==> src/rtl/gpio_port_pkg.sv <==
package gpio_port_pkg;
  // pin mode code = {dir, opt, dat}
  typedef enum logic [2:0] {
    M_IN_PU    = 3'b000,
    M_IN_FLOAT = 3'b001,
    M_IN_IRQ   = 3'b010,
    M_IN_ANA   = 3'b011,
    M_OD_LO    = 3'b100,
    M_OD_HI    = 3'b101,
    M_PP_LO    = 3'b110,
    M_PP_HI    = 3'b111
  } pin_mode_e;

  localparam logic [1:0] A_DATA = 2'd0;
  localparam logic [1:0] A_DIR  = 2'd1;
  localparam logic [1:0] A_OPT  = 2'd2;
  localparam logic [1:0] A_CTRL = 2'd3;

  localparam int CTRL_GEN_BIT  = 0;
  localparam int CTRL_PEND_BIT = 1;
endpackage

==> src/rtl/gpio_pin_cfg.sv <==
module gpio_pin_cfg
  import gpio_port_pkg::*;
(
  input  logic dir_i,
  input  logic opt_i,
  input  logic dat_i,
  input  logic pad_i,
  output logic oe_o,
  output logic out_o,
  output logic pu_o,
  output logic ana_o,
  output logic din_o,
  output logic irq_sel_o
);
  pin_mode_e mode;
  assign mode = pin_mode_e'({dir_i, opt_i, dat_i});

  always_comb begin
    oe_o      = 1'b0;
    out_o     = 1'b0;
    pu_o      = 1'b0;
    ana_o     = 1'b0;
    irq_sel_o = 1'b0;
    case (mode)
      M_IN_PU:    pu_o = 1'b1;
      M_IN_FLOAT: ;
      M_IN_IRQ: begin
        pu_o      = 1'b1;
        irq_sel_o = 1'b1;
      end
      M_IN_ANA:   ana_o = 1'b1;
      M_OD_LO:    oe_o = 1'b1;      // pull low
      M_OD_HI:    ;                 // released, pin floats
      M_PP_LO:    oe_o = 1'b1;
      M_PP_HI: begin
        oe_o  = 1'b1;
        out_o = 1'b1;
      end
      default: ;
    endcase
  end

  // digital input path is gated off in analog mode
  assign din_o = pad_i & ~ana_o;
endmodule

==> src/rtl/gpio_regs.sv <==
module gpio_regs
  import gpio_port_pkg::*;
#(
  parameter int WIDTH = 8
) (
  input  logic             clk_i,
  input  logic             rst_ni,
  input  logic             wr_en_i,
  input  logic [1:0]       addr_i,
  input  logic [WIDTH-1:0] wdata_i,
  output logic [WIDTH-1:0] dat_q_o,
  output logic [WIDTH-1:0] dir_q_o,
  output logic [WIDTH-1:0] opt_q_o,
  output logic             gen_q_o,
  output logic             pend_clr_o
);
  always_ff @(posedge clk_i or negedge rst_ni) begin
    if (!rst_ni) begin
      dat_q_o <= '0;
      dir_q_o <= '0;
      opt_q_o <= '0;
      gen_q_o <= 1'b0;
    end else if (wr_en_i) begin
      case (addr_i)
        A_DATA: dat_q_o <= wdata_i;
        A_DIR:  dir_q_o <= wdata_i;
        A_OPT:  opt_q_o <= wdata_i;
        A_CTRL: gen_q_o <= wdata_i[CTRL_GEN_BIT];
        default: ;
      endcase
    end
  end

  assign pend_clr_o = wr_en_i && (addr_i == A_CTRL) && wdata_i[CTRL_PEND_BIT];
endmodule

==> src/rtl/gpio_irq.sv <==
module gpio_irq #(
  parameter int WIDTH = 8
) (
  input  logic             clk_i,
  input  logic             rst_ni,
  input  logic [WIDTH-1:0] pad_i,
  input  logic [WIDTH-1:0] sel_i,
  input  logic             gen_i,
  input  logic             clr_i,
  output logic             pend_o
);
  logic [WIDTH-1:0] prev_q;
  logic [WIDTH-1:0] fall;
  logic             hit;

  assign fall = prev_q & ~pad_i & sel_i;
  assign hit  = (|fall) & gen_i;

  always_ff @(posedge clk_i or negedge rst_ni) begin
    if (!rst_ni) begin
      prev_q <= '1;
      pend_o <= 1'b0;
    end else begin
      prev_q <= pad_i;
      if (hit)        pend_o <= 1'b1;   // set wins over clear
      else if (clr_i) pend_o <= 1'b0;
    end
  end
endmodule

==> src/rtl/gpio_port.sv <==
module gpio_port
  import gpio_port_pkg::*;
#(
  parameter int WIDTH = 8
) (
  input  logic             clk_i,
  input  logic             rst_ni,
  input  logic             wr_en_i,
  input  logic [1:0]       addr_i,
  input  logic [WIDTH-1:0] wdata_i,
  output logic [WIDTH-1:0] rdata_o,
  input  logic [WIDTH-1:0] pad_i,
  output logic [WIDTH-1:0] pad_oe_o,
  output logic [WIDTH-1:0] pad_out_o,
  output logic [WIDTH-1:0] pad_pu_o,
  output logic [WIDTH-1:0] pad_ana_o,
  output logic             irq_o,
  output logic             wake_o
);
  localparam int CTRL_PAD = WIDTH - 2;

  logic [WIDTH-1:0] dat_q, dir_q, opt_q;
  logic [WIDTH-1:0] din, irq_sel, dat_rd;
  logic             gen_q, pend_clr, pend;

  gpio_regs #(.WIDTH(WIDTH)) u_regs (
    .clk_i      (clk_i),
    .rst_ni     (rst_ni),
    .wr_en_i    (wr_en_i),
    .addr_i     (addr_i),
    .wdata_i    (wdata_i),
    .dat_q_o    (dat_q),
    .dir_q_o    (dir_q),
    .opt_q_o    (opt_q),
    .gen_q_o    (gen_q),
    .pend_clr_o (pend_clr)
  );

  for (genvar i = 0; i < WIDTH; i++) begin : g_pin
    gpio_pin_cfg u_cfg (
      .dir_i     (dir_q[i]),
      .opt_i     (opt_q[i]),
      .dat_i     (dat_q[i]),
      .pad_i     (pad_i[i]),
      .oe_o      (pad_oe_o[i]),
      .out_o     (pad_out_o[i]),
      .pu_o      (pad_pu_o[i]),
      .ana_o     (pad_ana_o[i]),
      .din_o     (din[i]),
      .irq_sel_o (irq_sel[i])
    );
    // input pins read the pad, output pins read the latch
    assign dat_rd[i] = dir_q[i] ? dat_q[i] : din[i];
  end

  gpio_irq #(.WIDTH(WIDTH)) u_irq (
    .clk_i  (clk_i),
    .rst_ni (rst_ni),
    .pad_i  (pad_i),
    .sel_i  (irq_sel),
    .gen_i  (gen_q),
    .clr_i  (pend_clr),
    .pend_o (pend)
  );

  always_comb begin
    case (addr_i)
      A_DATA:  rdata_o = dat_rd;
      A_DIR:   rdata_o = dir_q;
      A_OPT:   rdata_o = opt_q;
      default: rdata_o = {{CTRL_PAD{1'b0}}, pend, gen_q};
    endcase
  end

  assign irq_o  = pend;
  assign wake_o = pend;
endmodule

==> config.mk <==
export PLATFORM = sky130hd
export DESIGN_NAME = gpio_port
export DESIGN_NICKNAME = d
export VERILOG_FILES = /design/src/rtl/gpio_port_pkg.sv /design/src/rtl/gpio_pin_cfg.sv /design/src/rtl/gpio_regs.sv /design/src/rtl/gpio_irq.sv /design/src/rtl/gpio_port.sv
export SDC_FILE = /design/constraint.sdc
export NUM_CORES = 1
export LEC_CHECK = 0
export BUFFER_PORTS_ARGS = -buffer_cell sky130_fd_sc_hd__buf_4
export CORE_MARGIN = 10
export CORE_UTILIZATION = 41
export CTS_BUF_LIST = sky130_fd_sc_hd__clkbuf_4
export DETAILED_ROUTE_END_ITERATION = 12
export PLACE_DENSITY = 0.67
export SETUP_SLACK_MARGIN = 0.02
export SYNTH_ARGS = -nofsm -noshare
export SYNTH_HDL_FRONTEND = slang
export SYNTH_SLANG_ARGS = --single-unit
==> constraint.sdc <==
create_clock -name clk_i -period 1.7 [get_ports clk_i]
set_input_delay 0.17 -clock clk_i [delete_from_list [all_inputs] [get_ports clk_i]]
set_output_delay 0.17 -clock clk_i [all_outputs]
set_load 0.05 [all_outputs]
==> summary.txt, run 1 <==
Detailed routing
  • DR vias/cell: 5.02
  • Wirelength, routed: 5330 um
  • Initial DRT Pass Iterations: 4
  • Remaining antenna violation count: 0
  • Avg WL per Cell: 15.9 um
  • Post-route DRC: 0
  • Detailed Route Iter0 Violations: 134
  • Via count: 1676

STA
  • Final Hold Fails: 0
  • Slew @ Worst Pin: 434 ps
  • FMAX: 596 MHz
  • Final setup fails: 0
  • Min Tclk post-route: 1680 ps
  • Pins Over Slew Limit: 0
  • Fin Hold WS: 59.7 ps
  • Skew final: 16.0 ps
  • Setup TNS: 0 ps
  • Tcrit/Tclk final: 98.8%
  • Worst slew margin: 71.1%
  • RSZ-0062 raised after global routing: true

Placement
  • Final HPWL DP: 3850 um
  • IO Port Bufs: 62
  • Cells after DPL: 307
  • GP Congestion: 0.805

Critical path
  • Setup Crit Path Kind: reg -> out
  • Worst Setup End Kind: output port
  • CP arrival: 1510 ps
  • Crit path required time: 1530 ps
  • CP max FO: 2
  • Crit path launch type: flip-flop
  • Crit. Startpoint: u_regs.dir_q_o[5]$_DFFE_PN0P_
  • RR Startpoint: u_regs.dir_q_o[7]$_DFFE_PN0P_

GRT
  • Vias in the first global route: 1748
  • Pin count of the biggest net entering global routing: 35
  • First-pass GRT wire length: 8680 um
  • All-Layer GR Usage: 12.8%
  • Remaining global-route overflow: 0
  • Initial antenna violation count: 0

Power
  • Sw Ratio: 45.1%
  • Part of the power in registers: 33.0%
  • Worst VDD drop: 0.661 mV
  • Internal power: 1.87 mW
  • Psw: 1.53 mW
  • Power Dens Cells: 1250 nW/um^2
  • Leak pwr: 1.27 nW
  • Clock share of power: 17.8%
  • Gate power share: 49.1%
  • Overall power: 3.40 mW

Clock network
  • Sink Count: 34
  • Reg clk slew, reported paths: 130 ps
  • CTS Root Cell: clkbuf_4
  • Clock H-tree levels: 2
  • TritonCTS Buffers: 5
  • Clk Latency, worst-skew pair: 350 ps
  • TritonCTS clock tree: yes
  • Clk buf depth: 2

Yosys
  • Synth Register Bits: 34
  • Syn_area_per_cell: 9.80 um^2
  • Post-Syn Instances: 210
  • Yosys warns: 0
  • Syn nets: 231
  • Post-synthesis cell type count: 29
  • Register area share after synthesis: 41.8%
  • Post-Syn Area: 2060 um^2

Floorplanning
  • Total core area: 4790 um^2
  • Die Height: 90.9 um
  • Initial core utilization: 43.0%
  • Site Rows: 25
  • Total die area: 8250 um^2
  • I/O pins: 63
  • Die W: 90.9 um

Hold path
  • HP Class: in -> reg
  • Hold Path Origin: wdata_i[3]

Cells and area
  • ANT cells: 0
  • Area Overhead vs Synth: 31.6%
  • Commonest non-fill, non-tap cell in the layout: buf_4
  • Post-layout nets: 287
  • Finished Layout Cells: 334
  • Most frequent cells in the layout: buf_4, mux2_2, dfrtp_1
  • Fraction of layout cells with a size suffix above 1: 53.2%

Job
  • Number of max-cap violations: 0

Run status
  • Run status: complete, no violations
==> Yosys cell counts (all sizes together) <==
cell type   n  area, um^2
a21oi       7        35.0
and3       12        77.6
dfrtp      26         651
nand4       2        12.5
and4b       5        53.8
clkbuf      1        3.75
o211ai      7        52.6
nor2       21        81.3
dfstp       8         210
a31oi       5        31.3
mux2       25         282
a22o        1        8.76
nand2       6        22.5
buf        38         273
nand4b      2        17.5
nor3b       2        15.0
nor3        2        10.0
a311oi      2        17.5
inv        14        52.6
nor4        1        12.5
a21boi      8        60.1
o21ai      10        50.1
a41oi       1        8.76
nand3       4        20.0
==> flip-flops by register name, indices dropped and copies added (netlist names) <==
signal / count
u_irq.prev_q: 8
u_regs.dat_q_o: 8
u_regs.dir_q_o: 8
u_regs.opt_q_o: 8
u_irq.pend_o: 1
u_regs.gen_q_o: 1
==> area by class of cell <==
cell class / instances / area (um^2)
Clock buffer: 5 / 37.5
Clock inverter: 3 / 45.0
Fill cell: 448 / 2080
Inverter: 14 / 52.6
Multi-Input combinational cell: 123 / 910
Sequential cell: 34 / 867
Tap cell: 67 / 83.8
Timing Repair Buffer: 88 / 713
==> layer usage <==
layer	vias to the layer above	track usage [%]	routed length (um)
li1	822	-	-
met1	803	15.9	2490
met2	47	19.8	2460
met3	4	4.90	334
met4	0	3.92	42
met5	-	0	0
==> power groups by stage <==
stage	combinational (mW)	clock, mW	sequential, mW
5_1_grt	1.77	0.660	1.15
4_1_cts	1.65	0.621	1.11
3_5_place_dp	1.52	0	1.15
3_3_place_gp	1.51	0	1.15
6_report	1.67	0.606	1.12
2_1_floorplan	1.24	0	1.14
==> final timing paths <==
check | endpoint | depth (start not counted) | slack, ps
hold reg to reg | u_irq.pend_o$_DFFE_PN0P_ | 1 | 540
hold / removal | u_regs.dat_q_o[3]$_DFFE_PN0P_ | 2 | 60
setup / recovery | rdata_o[5] | 6 | 20
setup reg to reg | u_irq.pend_o$_DFFE_PN0P_ | 6 | 110
max in group asynchronous | u_irq.prev_q[4]$_DFF_PN1_ | 2 | 1040
min in group asynchronous | u_regs.dat_q_o[1]$_DFFE_PN0P_ | 2 | 290
==> cell families (layout without fill, tap and decap cells) <==
family                 Yosys count  in the layout  synth area share [%]
AOI/OAI and AO/OA               41             41                  12.8
buffers and inverters           53            110                  16.0
DFF                             34             34                  41.8
and+or+nand+nor                 57             57                  15.7
muxes                           25             25                  13.7
==> through the flow <==
stage                     util, %  setup WS [ps]  area (um^2)
after detailed placement     50.0            195         2390
after global placement       50.0            206         2390
after floorplan                 -           44.9         2070
after global routing         56.6          -65.6         2710
after CTS                    55.6          -17.8         2660
final                        56.6           21.2         2710
==> timing repair <==
action / 4_1_cts / 5_1_grt
gates resized for setup: 10 / 13
hold buffers: 9 / 0
setup buffers: 8 / 2
pin swaps: 0 / 2
setup endpoints to repair: 7 / 8
gates cloned: 0 / 0
endpoints found under the hold margin: 34 / 0
==> critical path, cell delays in order (launching register included) <==
cell	delay, ps
dfrtp_1	410
inv_1	70
a21oi_1	60
a31oi_1	130
o21ai_0	100
o21ai_1	200
buf_6	190
Power figures use the tool's default switching activity.
==> run 2: changes to the inputs <==
- CORE_ASPECT_RATIO: not set -> 1.75
==> run 2 against run 1 <==
  * Final cell count is 3.6% lower
  * Worst hold slack improved by 17 ps
  * Maximum frequency decreased by 0.47%
  * Largest power group unchanged
  * Combinational power barely moved
  * Total power down 3.9%
  * Clock skew decreased by 8.8 ps
==> summary.txt, run 2 (synthesized netlist as in run 1, its figures left out) <==
Clock network
  • Sink Count: 34 (unchanged)
  • TritonCTS clock tree: yes (unchanged)
  • TritonCTS Buffers: 5 (unchanged)
  • Clk Latency, worst-skew pair: 340 ps (was 350 ps)
  • Reg clk slew, reported paths: 100 ps (was 130 ps)
  • CTS Root Cell: clkbuf_4 (unchanged)
  • Clock H-tree levels: 2 (unchanged)
  • Clk buf depth: 2 (unchanged)

Detailed routing
  • Initial DRT Pass Iterations: 4 (unchanged)
  • Remaining antenna violation count: 0 (unchanged)
  • Detailed Route Iter0 Violations: 63 (was 134)
  • DR vias/cell: 5.31 (was 5.02)
  • Wirelength, routed: 5370 um (was 5330 um)
  • Avg WL per Cell: 16.7 um (was 15.9 um)
  • Via count: 1709 (was 1676)
  • Post-route DRC: 0 (unchanged)

Cells and area
  • Most frequent cells in the layout: buf_4, mux2_2, dfrtp_1 (unchanged)
  • Fraction of layout cells with a size suffix above 1: 52.6% (was 53.2%)
  • Area Overhead vs Synth: 29.8% (was 31.6%)
  • Design area: 2670 um^2 (was 2710 um^2)
  • ANT cells: 0 (unchanged)
  • Post-layout nets: 289 (was 287)
  • Commonest non-fill, non-tap cell in the layout: buf_4 (unchanged)

Placement
  • Cell Area, Placed: 2370 um^2 (was 2390 um^2)
  • GP Congestion: 0.855 (was 0.805)
  • IO Port Bufs: 62 (unchanged)
  • Final HPWL DP: 4010 um (was 3850 um)

STA
  • Pins Over Slew Limit: 0 (unchanged)
  • Final Hold Fails: 0 (unchanged)
  • Tcrit/Tclk final: 99.2% (was 98.8%)
  • Min Tclk post-route: 1690 ps (was 1680 ps)
  • Skew final: 7.25 ps (was 16.0 ps)
  • Worst slew margin: 71.0% (was 71.1%)
  • Final setup fails: 0 (unchanged)
  • RSZ-0062 raised after global routing: true (unchanged)
  • FMAX: 593 MHz (was 596 MHz)
  • Slew @ Worst Pin: 435 ps (was 434 ps)

Floorplanning
  • Site Rows: 34 (was 25)
  • Total die area: 8370 um^2 (was 8250 um^2)
  • I/O pins: 63 (unchanged)
  • Initial core utilization: 41.7% (was 43.0%)
  • Die W: 73.6 um (was 90.9 um)
  • Die Height: 114 um (was 90.9 um)
  • Total core area: 4930 um^2 (was 4790 um^2)

GRT
  • All-Layer GR Usage: 12.8% (about the same)
  • First-pass GRT wire length: 8600 um (was 8680 um)
  • Vias in the first global route: 1764 (was 1748)
  • Initial antenna violation count: 0 (unchanged)
  • Pin count of the biggest net entering global routing: 35 (unchanged)
  • Remaining global-route overflow: 0 (unchanged)

Hold path
  • HP Class: in -> reg (unchanged)
  • Hold path depth: 2 (unchanged)

Critical path
  • Setup Crit Path Kind: reg -> out (unchanged)
  • Worst Setup End Kind: output port (unchanged)
  • CP max FO: 2 (unchanged)
  • R2R depth: 7 (was 6)
  • CP arrival: 1520 ps (was 1510 ps)
  • Crit path required time: 1530 ps (about the same)
  • Crit path launch type: flip-flop (unchanged)

Power
  • Overall power: 3.26 mW (was 3.40 mW)
  • Power Dens Cells: 1220 nW/um^2 (was 1250 nW/um^2)
  • Worst VDD drop: 0.651 mV (was 0.661 mV)
  • Leak pwr: 1.28 nW (was 1.27 nW)

Run status
  • Run status: complete, no violations (unchanged)

Job
  • Number of max-cap violations: 0 (unchanged)
-- run 2: worst paths after layout --
check	startpoint	endpoint	slack, ps
worst min-delay path	wdata_i[5]	u_regs.dir_q_o[5]$_DFFE_PN0P_	80
worst min register to register	u_regs.gen_q_o$_DFFE_PN0N_	u_irq.pend_o$_DFFE_PN0P_	550
worst max-delay path	u_regs.dir_q_o[5]$_DFFE_PN0P_	rdata_o[5]	10
max in group asynchronous	rst_ni	u_irq.prev_q[4]$_DFF_PN1_	1040
worst max register to register	u_regs.dir_q_o[5]$_DFFE_PN0P_	u_irq.pend_o$_DFFE_PN0P_	170
min in group asynchronous	rst_ni	u_regs.dir_q_o[5]$_DFFE_PN0P_	300
-- run 2: cell type report --
type | count | area, um^2
Fill cell | 455 | 2260
Timing Repair Buffer | 90 | 731
Clock buffer | 7 | 52.6
Sequential cell | 34 | 868
Multi-Input combinational cell | 123 | 901
Inverter | 14 | 52.6
Tap cell | 54 | 67.6
-- run 2: critical path, stage by stage (launching register included) --
cell and delay (ps):
dfrtp_1 400, inv_1 70, a21oi_1 70, a31oi_1 150
o21ai_0 120, o21ai_1 190, buf_6 180
-- run 2: metrics by stage --
| step | worst slack, ps | std cells | hold WS (ps) | TNS [ps] | utilization [%] |
|---|---|---|---|---|---|
| 5_1_grt | -70.2 | 322 | 70.4 | -227 | 54.2 |
| 6_report | 13.2 | 322 | 76.3 | 0 | 54.2 |
| 2_1_floorplan | 44.9 | 210 | -126 | 0 | - |
| 4_1_cts | -14.9 | 317 | 66.8 | -14.9 | 52.8 |
| 3_3_place_gp | 239 | 293 | 147 | 0 | 48.0 |
| 3_5_place_dp | 234 | 293 | 144 | 0 | 48.0 |
-- run 2: per-layer routing --
layer | vias to the layer above | GRT usage [%] | routed length (um)
li1 | 822 | - | -
met4 | 0 | 5.24 | 87
met5 | - | 0 | 0
met1 | 835 | 13.1 | 1960
met3 | 7 | 4.17 | 358
met2 | 45 | 22.7 | 2970
-- run 2: what timing repair did --
action / 4_1_cts / 5_1_grt
resized for setup: 12 / 11
endpoints found under the setup margin: 7 / 8
setup buffers: 8 / 5
hold endpoints to repair: 34 / 0
hold buffers: 9 / 0
pin swaps: 2 / 7
-- run 2: report_power, final --
| part | internal (mW) | switching [mW] |
|---|---|---|
| registers | 0.955 | 0.161 |
| clock network | 0.188 | 0.260 |
| logic | 0.617 | 1.08 |
| total | 1.76 | 1.50 |
==> run 3: changes to the inputs <==
- ABC_AREA: not set -> 1
==> run 3 against run 2 <==
  * Non-clock buffer count fell by 14
  * Synthesized cell count up 34%
  * Total power shrank 10%
  * Largest power group unchanged
==> summary.txt, run 3 <==
Floorplanning
  • Total core area: 5020 um^2 (was 4930 um^2)
  • Site Rows: 34 (unchanged)
  • Initial core utilization: 42.5% (was 41.7%)
  • Die W: 74.6 um (was 73.6 um)
  • I/O pins: 63 (unchanged)
  • Die Height: 115 um (was 114 um)
  • Total die area: 8610 um^2 (was 8370 um^2)

STA
  • Final Hold Fails: 0 (unchanged)
  • FMAX: 631 MHz (was 593 MHz)
  • Final setup fails: 0 (unchanged)
  • Worst setup margin: 115 ps (was 13.2 ps)
  • Pins Over Slew Limit: 0 (unchanged)
  • Min Tclk post-route: 1590 ps (was 1690 ps)
  • Worst slew margin: 68.3% (was 71.0%)
  • Setup TNS: 0 ps (unchanged)
  • Skew final: 11.0 ps (was 7.25 ps)
  • Slew @ Worst Pin: 474 ps (was 435 ps)
  • Tcrit/Tclk final: 93.2% (was 99.2%)
  • RSZ-0062 raised after global routing: false (was true)

Critical path
  • Critical Path Slowest Stage Cell: dfrtp_1 (unchanged)
  • Crit-path cells: nor2_1 > nor3_1 > nand3_1 > o221ai_1 > buf_4 (was inv_1 > a21oi_1 > a31oi_1 > o21ai_0 > o21ai_1 > buf_6)
  • Max incr delay on CP: 450 ps (was 400 ps)
  • CP arrival: 1420 ps (was 1520 ps)
  • Setup Crit Path Kind: reg -> out (unchanged)
  • CP max FO: 5 (was 2)
  • Worst Setup End Kind: output port (unchanged)
  • Crit path launch type: flip-flop (unchanged)
  • Crit path required time: 1530 ps (about the same)

Clock network
  • Reg clk slew, reported paths: 100 ps (about the same)
  • TritonCTS clock tree: yes (unchanged)
  • TritonCTS Buffers: 5 (unchanged)
  • Clk Latency, worst-skew pair: 330 ps (was 340 ps)
  • Sink Count: 34 (unchanged)
  • Clk buf depth: 2 (unchanged)
  • CTS Root Cell: clkbuf_4 (unchanged)
  • Clock H-tree levels: 2 (unchanged)

Placement
  • Place WS: 293 ps (was 234 ps)
  • Cells after DPL: 361 (was 293)
  • GP Congestion: 0.777 (was 0.855)
  • Final HPWL DP: 4060 um (was 4010 um)
  • IO Port Bufs: 62 (unchanged)

GRT
  • All-Layer GR Usage: 13.4% (was 12.8%)
  • Vias in the first global route: 1882 (was 1764)
  • Remaining global-route overflow: 0 (unchanged)
  • First-pass GRT wire length: 9000 um (was 8600 um)
  • Initial antenna violation count: 1 (was 0)
  • Pin count of the biggest net entering global routing: 35 (unchanged)

Cells and area
  • Commonest non-fill, non-tap cell in the layout: buf_4 (unchanged)
  • Post-layout nets: 349 (was 289)
  • Finished Layout Cells: 384 (was 322)
  • Most frequent cells in the layout: buf_4, nand2_1, inv_1 (was buf_4, mux2_2, dfrtp_1)
  • Fin util: 51.9% (was 54.2%)
  • Fraction of layout cells with a size suffix above 1: 34.0% (was 52.6%)
  • Area Overhead vs Synth: 21.9% (was 29.8%)

Detailed routing
  • Initial DRT Pass Iterations: 4 (unchanged)
  • Detailed Route Iter0 Violations: 87 (was 63)
  • Via count: 1891 (was 1709)
  • Wirelength, routed: 5460 um (was 5370 um)
  • Post-route DRC: 0 (unchanged)
  • Avg WL per Cell: 14.2 um (was 16.7 um)
  • DR vias/cell: 4.92 (was 5.31)
  • Remaining antenna violation count: 0 (unchanged)

Power
  • Leak pwr: 1.40 nW (was 1.28 nW)
  • Worst VDD drop: 0.498 mV (was 0.651 mV)
  • Overall power: 2.93 mW (was 3.26 mW)
  • Power Dens Cells: 1120 nW/um^2 (was 1220 nW/um^2)

Yosys
  • Post-Syn Area: 2140 um^2 (was 2060 um^2)
  • Count of flip-flops with a built-in enable after synthesis: 0 (unchanged)
  • Synth top cells by count: nand2_1, inv_1, buf_4 (was buf_4, dfrtp_1, mux2_2)
  • Yosys warns: 0 (unchanged)
  • Synth Register Bits: 34 (unchanged)
  • Most frequent cell after synthesis: nand2_1 (was buf_4)
  • Syn_area_per_cell: 7.57 um^2 (was 9.80 um^2)
  • Yosys top cell by area: dfrtp_1 (unchanged)
  • Synth Flop Type: dfrtp_1 (unchanged)
  • Syn nets: 303 (was 231)
  • Async set or reset register ratio after synthesis: 100% (unchanged)
  • Synth top area cells: dfrtp_1, buf_4, dfstp_2 (was dfrtp_1, mux2_2, buf_4)
  • Share of the synthesized area in the top cell type: 30.5% (was 31.6%)
  • Post-synthesis cell type count: 24 (was 29)
  • Register area share after synthesis: 40.3% (was 41.8%)
  • Post-Syn Instances: 282 (was 210)

Run status
  • Run status: complete, no violations (unchanged)

Job
  • Number of max-cap violations: 0 (unchanged)

Hold path
  • HP Class: in -> reg (unchanged)
[run 3: cell count changes in the layout (fill, tap and decap cells not counted), sizes merged, moves of 6 or more]
cell / delta
o221ai: +6
and3: -12
nand2: +54
o211ai: -6
o21ai: +16
mux2: -25
nor2: +12
inv: +27
nand3: +19
a21boi: -8
buf: -14
[run 3: cell families (layout without fill, tap and decap cells)]
| logic type | Yosys count | after routing | share of synthesized area, % |
|---|---|---|---|
| buffers and inverters | 79 | 126 | 20.5 |
| AOI/OAI and AO/OA | 47 | 47 | 14.4 |
| other | 0 | 1 | 0 |
| DFF | 34 | 34 | 40.3 |
| and+or+nand+nor | 122 | 122 | 24.8 |
[run 3: final timing paths]
check | cells after the start | slack, ps | startpoint | to
setup / recovery | 5 | 110 | u_regs.dir_q_o[5]$_DFFE_PN0P_ | rdata_o[5]
hold / removal | 3 | 120 | wdata_i[3] | u_regs.dir_q_o[3]$_DFFE_PN0P_
setup reg to reg | 8 | 540 | u_regs.dir_q_o[0]$_DFFE_PN0P_ | u_irq.pend_o$_DFFE_PN0P_
hold reg to reg | 2 | 540 | u_regs.dir_q_o[3]$_DFFE_PN0P_ | u_regs.dir_q_o[3]$_DFFE_PN0P_
max in group asynchronous | 2 | 1030 | rst_ni | u_irq.prev_q[5]$_DFF_PN1_
min in group asynchronous | 2 | 320 | rst_ni | u_irq.pend_o$_DFFE_PN0P_
[run 3: critical path, delay by kind of cell (launching register included)]
kind | cells | cell delay, ps
AO/OA/AOI/OAI | 1 | 80
buffers and inverters | 1 | 230
AND/OR/NAND/NOR | 3 | 330
flip-flops | 1 | 450
[run 3: metrics by stage]
step | hold WS (ps) | instance area (um^2)
after floorplan | -126 | 2140
after global placement | 150 | 2390
after detailed placement | 149 | 2390
after CTS | 115 | 2530
after global routing | 116 | 2600
final | 124 | 2600
[run 3: where the power goes]
group	internal, mW	switching [mW]	total (mW)
logic	0.442	0.972	1.41
registers	0.933	0.141	1.07
clock network	0.171	0.268	0.439
[run 3: timing repair]
action	in CTS	in global routing
hold buffers	9	0
setup buffers	0	5
resized for setup	0	14
hold endpoints to repair	34	0
endpoints found under the setup margin	0	8
[run 3: per-layer routing]
| layer | vias to the layer above | wire length [um] | GRT usage, % | part of all wire [%] |
|---|---|---|---|---|
| met3 | 8 | 327 | 4.20 | 6.0 |
| met4 | 0 | 120 | 5.46 | 2.2 |
| li1 | 971 | - | - | - |
| met5 | - | 0 | 0 | 0 |
| met2 | 47 | 2970 | 24.4 | 54 |
| met1 | 865 | 2050 | 13.5 | 37 |
[run 3: layout make-up]
class                           count  area (um^2)
Inverter                           42          159
Multi-Input combinational cell    169          861
Fill cell                         518         2420
Sequential cell                    34          863
Clock inverter                      2         8.76
Antenna cell                        1         2.50
Tap cell                           54         67.6
Clock buffer                        6         45.0
Timing Repair Buffer               76          597
